$ cat config.mk
export PLATFORM = sky130hd
export DESIGN_NAME = typeb_frame_tx
export DESIGN_NICKNAME = d
export VERILOG_FILES = /design/src/rtl/typeb_tx_pkg.sv /design/src/rtl/typeb_char_ser.sv /design/src/rtl/typeb_seq.sv /design/src/rtl/typeb_frame_tx.sv
export SDC_FILE = /design/constraint.sdc
export NUM_CORES = 1
export LEC_CHECK = 0
export BUFFER_PORTS_ARGS = -buffer_cell sky130_fd_sc_hd__buf_2
export CORE_MARGIN = 2
export CORE_UTILIZATION = 51
export DETAILED_ROUTE_END_ITERATION = 16
export HOLD_SLACK_MARGIN = 0.12
export PLACE_DENSITY = 0.81
export REMOVE_ABC_BUFFERS = 1
export SYNTH_ARGS = -nofsm -noshare
export SYNTH_HDL_FRONTEND = slang
export SYNTH_SLANG_ARGS = --single-unit
$ cat constraint.sdc
create_clock -name clk -period 2 [get_ports clk]
set_input_delay 0.3 -clock clk [delete_from_list [all_inputs] [get_ports clk]]
set_output_delay 0.3 -clock clk [all_outputs]
set_load 0.01 [all_outputs]
$ cat src/rtl/typeb_tx_pkg.sv
package typeb_tx_pkg;
  typedef enum logic [3:0] {
    PH_IDLE,
    PH_LEAD,
    PH_SOF_LO,
    PH_SOF_HI,
    PH_CHAR,
    PH_GUARD,
    PH_FETCH,
    PH_EOF_LO,
    PH_EOF_HI,
    PH_CLOSE
  } phase_t;
endpackage

$ cat src/rtl/typeb_char_ser.sv
module typeb_char_ser #(
  parameter int DATA_W = 8
) (
  input  logic              clk,
  input  logic              rst,
  input  logic              load,
  input  logic [DATA_W-1:0] din,
  input  logic              shift,
  output logic              cur_bit
);
  localparam int CHAR_W = DATA_W + 2;

  logic [CHAR_W-1:0] sh;

  // stop bit in the top position, start bit in the bottom one; shifts right
  always_ff @(posedge clk) begin
    if (rst) begin
      sh <= '1;
    end else if (load) begin
      sh <= {1'b1, din, 1'b0};
    end else if (shift) begin
      sh <= {1'b1, sh[CHAR_W-1:1]};
    end
  end

  assign cur_bit = sh[0];

  p_start_low_r5: assert property (@(posedge clk) disable iff (rst)
    load |=> (cur_bit == 1'b0));
endmodule

$ cat src/rtl/typeb_seq.sv
module typeb_seq
  import typeb_tx_pkg::*;
#(
  parameter int LEAD_LEN   = 20,
  parameter int SOF_LO_LEN = 10,
  parameter int SOF_HI_LEN = 2,
  parameter int EOF_LO_LEN = 10,
  parameter int EOF_HI_LEN = 2,
  parameter int CHAR_BITS  = 10
) (
  input  logic   clk,
  input  logic   rst,
  input  logic   tick,
  input  logic   in_valid,
  input  logic   in_first,
  input  logic   in_last,
  output phase_t phase,
  output logic   in_ready,
  output logic   load,
  output logic   shift,
  output logic   busy,
  output logic   done
);
  localparam int M1    = (LEAD_LEN > SOF_LO_LEN) ? LEAD_LEN : SOF_LO_LEN;
  localparam int M2    = (M1 > EOF_LO_LEN) ? M1 : EOF_LO_LEN;
  localparam int M3    = (M2 > CHAR_BITS) ? M2 : CHAR_BITS;
  localparam int M4    = (M3 > SOF_HI_LEN) ? M3 : SOF_HI_LEN;
  localparam int M5    = (M4 > EOF_HI_LEN) ? M4 : EOF_HI_LEN;
  localparam int CNT_W = $clog2(M5 + 1);

  logic [CNT_W-1:0] cnt;
  logic [CNT_W-1:0] end_cnt;
  logic             last_q;
  phase_t           nxt;

  always_comb begin
    end_cnt = '0;
    nxt     = PH_IDLE;
    case (phase)
      PH_LEAD:   begin end_cnt = CNT_W'(LEAD_LEN - 1);   nxt = PH_SOF_LO; end
      PH_SOF_LO: begin end_cnt = CNT_W'(SOF_LO_LEN - 1); nxt = PH_SOF_HI; end
      PH_SOF_HI: begin end_cnt = CNT_W'(SOF_HI_LEN - 1); nxt = PH_CHAR;   end
      PH_CHAR:   begin end_cnt = CNT_W'(CHAR_BITS - 1);  nxt = last_q ? PH_EOF_LO : PH_GUARD; end
      PH_GUARD:  begin end_cnt = '0;                     nxt = PH_FETCH;  end
      PH_EOF_LO: begin end_cnt = CNT_W'(EOF_LO_LEN - 1); nxt = PH_EOF_HI; end
      PH_EOF_HI: begin end_cnt = CNT_W'(EOF_HI_LEN - 1); nxt = PH_CLOSE;  end
      PH_CLOSE:  begin end_cnt = '0;                     nxt = PH_IDLE;   end
      default:   begin end_cnt = '0;                     nxt = phase;     end
    endcase
  end

  assign in_ready = (phase == PH_IDLE) || (phase == PH_FETCH);
  assign load     = in_valid && (((phase == PH_IDLE) && in_first) || (phase == PH_FETCH));
  assign shift    = tick && (phase == PH_CHAR);

  always_ff @(posedge clk) begin
    if (rst) begin
      phase  <= PH_IDLE;
      cnt    <= '0;
      last_q <= 1'b0;
      busy   <= 1'b0;
      done   <= 1'b0;
    end else begin
      done <= 1'b0;
      case (phase)
        PH_IDLE: begin
          if (in_valid && in_first) begin
            phase  <= PH_LEAD;
            cnt    <= '0;
            last_q <= in_last;
            busy   <= 1'b1;
          end
        end
        PH_FETCH: begin
          if (in_valid) begin
            phase  <= PH_CHAR;
            cnt    <= '0;
            last_q <= in_last;
          end
        end
        default: begin
          if (tick) begin
            if (cnt == end_cnt) begin
              cnt   <= '0;
              phase <= nxt;
              if (phase == PH_CLOSE) begin
                busy <= 1'b0;
                done <= 1'b1;
              end
            end else begin
              cnt <= cnt + 1'b1;
            end
          end
        end
      endcase
    end
  end

  p_fetch_after_guard_r6: assert property (@(posedge clk) disable iff (rst)
    $rose(phase == PH_FETCH) |-> ($past(phase) == PH_GUARD));
endmodule

$ cat src/rtl/typeb_frame_tx.sv
module typeb_frame_tx
  import typeb_tx_pkg::*;
#(
  parameter int DATA_W     = 8,
  parameter int LEAD_LEN   = 20,
  parameter int SOF_LO_LEN = 10,
  parameter int SOF_HI_LEN = 2,
  parameter int EOF_LO_LEN = 10,
  parameter int EOF_HI_LEN = 2
) (
  input  logic              clk,
  input  logic              rst,
  input  logic              etu_tick,
  input  logic              in_valid,
  output logic              in_ready,
  input  logic [DATA_W-1:0] in_data,
  input  logic              in_first,
  input  logic              in_last,
  output logic              tx_bit,
  output logic              tx_busy,
  output logic              tx_done
);
  localparam int CHAR_BITS = DATA_W + 2;

  phase_t phase;
  logic   load, shift, ser_bit, sym;

  typeb_seq #(
    .LEAD_LEN  (LEAD_LEN),
    .SOF_LO_LEN(SOF_LO_LEN),
    .SOF_HI_LEN(SOF_HI_LEN),
    .EOF_LO_LEN(EOF_LO_LEN),
    .EOF_HI_LEN(EOF_HI_LEN),
    .CHAR_BITS (CHAR_BITS)
  ) u_seq (
    .clk     (clk),
    .rst     (rst),
    .tick    (etu_tick),
    .in_valid(in_valid),
    .in_first(in_first),
    .in_last (in_last),
    .phase   (phase),
    .in_ready(in_ready),
    .load    (load),
    .shift   (shift),
    .busy    (tx_busy),
    .done    (tx_done)
  );

  typeb_char_ser #(.DATA_W(DATA_W)) u_ser (
    .clk    (clk),
    .rst    (rst),
    .load   (load),
    .din    (in_data),
    .shift  (shift),
    .cur_bit(ser_bit)
  );

  always_comb begin
    case (phase)
      PH_SOF_LO, PH_EOF_LO: sym = 1'b0;
      PH_CHAR:              sym = ser_bit;
      default:              sym = 1'b1;
    endcase
  end

  always_ff @(posedge clk) begin
    if (rst)           tx_bit <= 1'b1;
    else if (etu_tick) tx_bit <= sym;
  end

  p_idle_high_r1: assert property (@(posedge clk) disable iff (rst)
    !tx_busy |-> tx_bit);
  p_hold_between_ticks_r8: assert property (@(posedge clk) disable iff (rst)
    !$past(etu_tick) |-> $stable(tx_bit));
  p_wait_line_high_r6: assert property (@(posedge clk) disable iff (rst)
    (in_ready && tx_busy) |-> tx_bit);
  p_done_single_r9: assert property (@(posedge clk) disable iff (rst)
    tx_done |=> !tx_done);
  p_done_ends_busy_r9: assert property (@(posedge clk) disable iff (rst)
    tx_done |-> (!tx_busy && $past(tx_busy)));
endmodule

==> reports/results.tsv, run 1 <==
metric	value	unit
status	finished, violations left	
violations	negative setup slack	
wl	3.59	mm
vias	1400	
grt_first_pass_wirelength	5.54	mm
synth_cells	160	
yosysMostFrequentCell	dfxtp_1	
worst-endpoint-required	2230	ps
dpl.cell_count	221	
clk_pin_slew_worst_paths	130	ps
drc	0	
synth_top_area_cell	dfxtp_1	
synth-async-reset-ratio	0	%
core	2480	um2
drt-initial-drc-count	50	
finalClockSkew	2.06	ps
clock-sinks	22	
stdcell_area	1710	um2
drtPass1Iterations	4	
grt_usage	26.0	%
rsz0062_at_grt	yes	
critPathMaxFanout	5	
grt_antenna_before_repair	0	
drive_gt1_share	32.1	%
cts_made_buffers	3	
ys_ff_latch	22	
antenna_cells	0	
syn_area_per_cell	8.33	um2
hp-class	primary input to flip-flop	
placed_cell_area	1590	um2
vias_per_cell	6.19	
fin_nets	212	
p_leak	0.719	nW
area_delta_synth_final	28.5	%
ys.flop_type	dfxtp_1	
final_cells	226	
max_freq	0.473	GHz
antenna_left	0	
fill_cells	202	
yosys-top-cells-area	dfxtp_1 (33%), nand2b_1 (5.6%), nand2_1 (5.1%)	
cts_tree	built	
io_buffers	17	
maxCapViolCount	0	
power.density	1330	nW/um2
synth_edf_count	0	
hpwlAfterDp	2.56	mm
cp-end-kind	flip-flop	
root_buffer	clkbuf_4	
grt_overflow	0	
setup_viol	6	
clkLatencyLatePin	320	ps
clock_path_buffers	2	
timing_hold_violations_final	0	
place_congestion	0.933	
yosys-top-cells-count	dfxtp_1 (22), nand2_1 (18), nand2b_1 (12), clkbuf_1 (9), nor2_1 (9)	
startpoint_type	flip-flop	
ir_drop	0.000958	V
arrival	2340	ps
fin_ws	-114	ps
synth_top_area_share	33.1	%
finalMaxSlewViolations	0	
htreeDepth	1	
dieArea	3040	um2
wl_per_cell	15.9	um
synth_cell_types	49	
path_class	flip-flop to flip-flop	
die_w	55.1	um
rows	18	
die_h	55.1	um
reg2reg_depth	5	
yosysWarnings	0	
min_period	2110	ps
start_util	53.8	%
tightest_slew	489	ps
grt_pass1_vias	1252	
grt_max_degree	32	
io_pins	18	
slew_headroom	67.4	%
synth_area	1330	um2
final.period_utilization	106	%
yosysSeqAreaShare	33.1	%
hold_path_depth	3	
==> critical path, stage by stage (launching register included) <==
cell and delay (ps):
dfxtp_2 340, or4b_4 540, a21o_1 170, a32o_2 310, nor4b_2 300, mux2_2 370
==> placed cells by master, fill, tap and decap left out, types with 2 or more instances in the layout <==
| cell type | n |
|---|---|
| o221ai_1 | 3 |
| a221oi_1 | 6 |
| o22ai_1 | 2 |
| nand2b_1 | 12 |
| nor3b_1 | 2 |
| o21bai_1 | 3 |
| buf_4 | 25 |
| a21o_1 | 2 |
| or3_1 | 2 |
| dfxtp_1 | 20 |
| a311oi_1 | 2 |
| buf_2 | 17 |
| or4b_2 | 2 |
| nand3_1 | 6 |
| o21ai_0 | 4 |
| inv_1 | 2 |
| nand2_1 | 18 |
| clkbuf_4 | 3 |
| nand3b_1 | 3 |
| mux2_2 | 2 |
| dfxtp_2 | 2 |
| a21oi_1 | 4 |
| nor2b_1 | 3 |
| nor2_1 | 9 |
| nor3_1 | 7 |
| mux2i_1 | 4 |
| o21ai_2 | 2 |
==> routing by layer <==
metal | routed length, um | part of all wire, % | global-route usage [%] | vias to the layer above
met4 | 132 | 3.7 | 15.4 | 0
met2 | 1680 | 47 | 42.7 | 60
met3 | 236 | 6.6 | 4.30 | 13
met5 | 0 | 0 | 0 | -
met1 | 1540 | 43 | 31.6 | 653
li1 | - | - | - | 674
==> layout make-up <==
cell class                      instances  area [um2]  share of cell area, %
Timing Repair Buffer                   43         284                   16.6
Clock buffer                            3        22.5                   1.31
Multi-Input combinational cell        125         888                   51.9
Sequential cell                        22         443                   25.9
Tap cell                               30        37.5                   2.19
Clock inverter                          1        30.0                   1.75
Inverter                                2        7.51                  0.438
==> state kept, by name, indices dropped and copies added, names as in the netlist <==
| name | flops |
|---|---|
| u_seq.last_q | 1 |
| u_ser.sh | 9 |
| u_seq.done | 1 |
| u_seq.cnt | 5 |
| tx_bit | 1 |
| u_seq.phase | 4 |
| u_seq.busy | 1 |
==> timing repair <==
item,4_1_cts,5_1_grt
hold endpoints to repair,0,0
endpoints found under the setup margin,11,11
resized for setup,5,10
hold buffers,0,0
setup buffers,0,1
pin swaps,5,2
gates cloned,0,0
==> stage by stage <==
stage / power (mW) / setup TNS [ps] / hold slack (ps) / worst slack [ps] / utilization, %
after floorplan: 1.25 / -1700 / 372 / -280 / -
after global placement: 1.75 / -144 / 430 / -82.9 / 64.3
after detailed placement: 1.80 / -263 / 436 / -118 / 64.3
after CTS: 2.18 / -190 / 183 / -94.6 / 67.1
after global routing: 2.41 / -764 / 179 / -172 / 69.1
final: 2.28 / -306 / 187 / -114 / 69.1
==> kinds of logic (layout without fill, tap and decap cells) <==
logic type | count (synthesis) | count (layout) | share of synthesized area [%]
AOI/OAI and AO/OA | 42 | 42 | 24.1
xor gates and xnor gates | 1 | 1 | 0.657
adders and majority gates | 1 | 1 | 0.939
buffers and inverters | 13 | 49 | 4.32
DFF | 22 | 22 | 33.1
muxes | 7 | 7 | 5.54
and+or+nand+nor | 74 | 74 | 31.4
==> power breakdown <==
part / switching (mW) / total (mW) / internal, mW
logic: 0.722 / 1.35 / 0.627
clock network: 0.151 / 0.354 / 0.203
registers: 0.0577 / 0.579 / 0.522
total: 0.931 / 2.28 / 1.35
==> worst paths after layout <==
path                  start  slack [ps]        endpoint
max          u_seq.phase[1]        -110  u_seq.phase[2]
min              in_data[0]         190     u_ser.sh[1]
max reg2reg  u_seq.phase[1]        -110  u_seq.phase[2]
min reg2reg     u_ser.sh[5]         450     u_ser.sh[5]
Power figures use the tool's default switching activity.
==> run 2, diff against run 1 <==
--- a/config.mk
+++ b/config.mk
@@ -6,12 +6,14 @@
 export NUM_CORES = 1
 export LEC_CHECK = 0
 export BUFFER_PORTS_ARGS = -buffer_cell sky130_fd_sc_hd__buf_2
+export CORE_ASPECT_RATIO = 0.8
 export CORE_MARGIN = 2
 export CORE_UTILIZATION = 51
 export DETAILED_ROUTE_END_ITERATION = 16
 export HOLD_SLACK_MARGIN = 0.12
 export PLACE_DENSITY = 0.81
 export REMOVE_ABC_BUFFERS = 1
+export SKIP_LAST_GASP = 1
 export SYNTH_ARGS = -nofsm -noshare
 export SYNTH_HDL_FRONTEND = slang
 export SYNTH_SLANG_ARGS = --single-unit
==> run 2 against run 1 <==
The flow still finishes with violations (negative setup slack). Sequential power barely moved. Largest cell class unchanged. Critical path type unchanged. Highest routed layer unchanged. Wire length rose by 0.64%. Critical endpoint is now u_seq.phase[0]. Worst setup slack improved by 9.7 ps. Worst hold slack got worse by 1.2 ps. Die area barely moved. First-iteration DRC count rose by 94%.
==> reports/results.tsv, run 2 (same netlist as run 1, synthesis figures left out) <==
metric	value	unit
cp-end-kind	flip-flop	
cts_made_buffers	3	
top_register	u_ser.sh	
grt_usage	25.7	%
core	2460	um2
violations	negative setup slack	
fin_ws	-105	ps
vias	1428	
drive_gt1_share	34.8	%
slew_headroom	67.8	%
ir_drop	0.000888	V
grt_max_degree	32	
min_period	2100	ps
status	finished, violations left	
start_util	54.1	%
max_freq	0.475	GHz
grt_first_pass_wirelength	5.98	mm
clkLatencyLatePin	320	ps
clock_path_buffers	2	
worst-endpoint-required	2220	ps
grt_overflow	0	
startpoint_type	flip-flop	
dieArea	3040	um2
fin_nets	217	
final_cell_mix	buf_4 (30), dfxtp_1 (21), nand2_1 (18)	
hp-class	primary input to flip-flop	
fill_cells	188	
area_delta_synth_final	32.4	%
grt_antenna_before_repair	0	
arrival	2330	ps
path_class	flip-flop to flip-flop	
tightest_slew	483	ps
drt-initial-drc-count	97	
critPathMaxFanout	5	
antenna_left	0	
root_buffer	clkbuf_4	
setup_viol	4	
htreeDepth	1	
cts_tree	built	
die_h	49.7	um
maxCapViolCount	0	
fin_tns_setup	-330	ps
io_buffers	17	
reg_top3	u_ser.sh: 9 flops, u_seq.cnt: 5 flops, u_seq.phase: 4 flops	
final_common_cell	buf_4	
vias_per_cell	6.03	
cts-hold-fix-buffers	0	
clk_pin_slew_worst_paths	130	ps
io_pins	18	
timing_hold_violations_final	0	
rows	16	
grt_pass1_vias	1303	
finalMaxSlewViolations	0	
clock-sinks	22	
place_congestion	0.908	
antenna_cells	0	
drc	0	
wl	3.61	mm
largest_reg_flops	9	
hpwlAfterDp	2.49	mm
wl_per_cell	15.2	um
die_w	61.2	um
drtPass1Iterations	5	
hold_slack	186	ps
rsz0062_at_grt	yes	
final.period_utilization	105	%
p_leak	0.746	nW
power.density	1310	nW/um2
finalClockSkew	1.34	ps
## run 2: stage by stage
step	util, %	power, mW	std cells	setup slack (ps)	instance area, um2
floorplan	-	1.25	149	-280	1280
finish	71.6	2.31	237	-105	1760
global placement	66.8	1.76	233	-104	1650
CTS	69.6	2.18	237	-104	1710
global route	71.6	2.45	237	-187	1760
detailed placement	66.8	1.80	233	-114	1650
## run 2: routing by layer
layer | track usage [%] | part of all wire [%]
met2 | 40.2 | 47
met4 | 6.16 | 2.2
met3 | 4.72 | 5.7
met1 | 36.1 | 45
met5 | 0 | 0
## run 2: final cells by class
cell class / count / area (um2) / area share [%]
tap: 36 / 45.0 / 2.55
clock buffer: 3 / 22.5 / 1.28
clock inverter: 1 / 30.0 / 1.70
timing repair buffer: 48 / 322 / 18.2
multi-input combinational: 125 / 896 / 50.8
sequential: 22 / 442 / 25.0
inverter: 2 / 7.51 / 0.426
## run 2: power breakdown
part | internal (mW) | switching [mW]
Sequential | 0.520 | 0.0574
Clock | 0.203 | 0.151
Combinational | 0.654 | 0.723
## run 2: timing repair
| action | in CTS | in global routing |
|---|---|---|
| setup buffers | 0 | 0 |
| endpoints found under the setup margin | 6 | 19 |
| pin swaps | 5 | 4 |
| resized for setup | 6 | 11 |
## run 2: path summary, 6_finish.rpt
path / startpoint / endpoint / slack, ps / depth (start not counted)
worst max register to register: u_seq.phase[0] / u_seq.phase[0] / -100 / 5
worst max-delay path: u_seq.phase[0] / u_seq.phase[0] / -100 / 5
worst min-delay path: in_data[0] / u_ser.sh[1] / 190 / 3
worst min register to register: u_ser.sh[5] / u_ser.sh[5] / 450 / 2
## run 2: worst max-delay path: stages, from the launching register on
cell and delay, ps:
dfxtp_2 350, or4b_4 530, a21o_1 170, a32o_2 310, a221oi_4 290, mux2_1 350
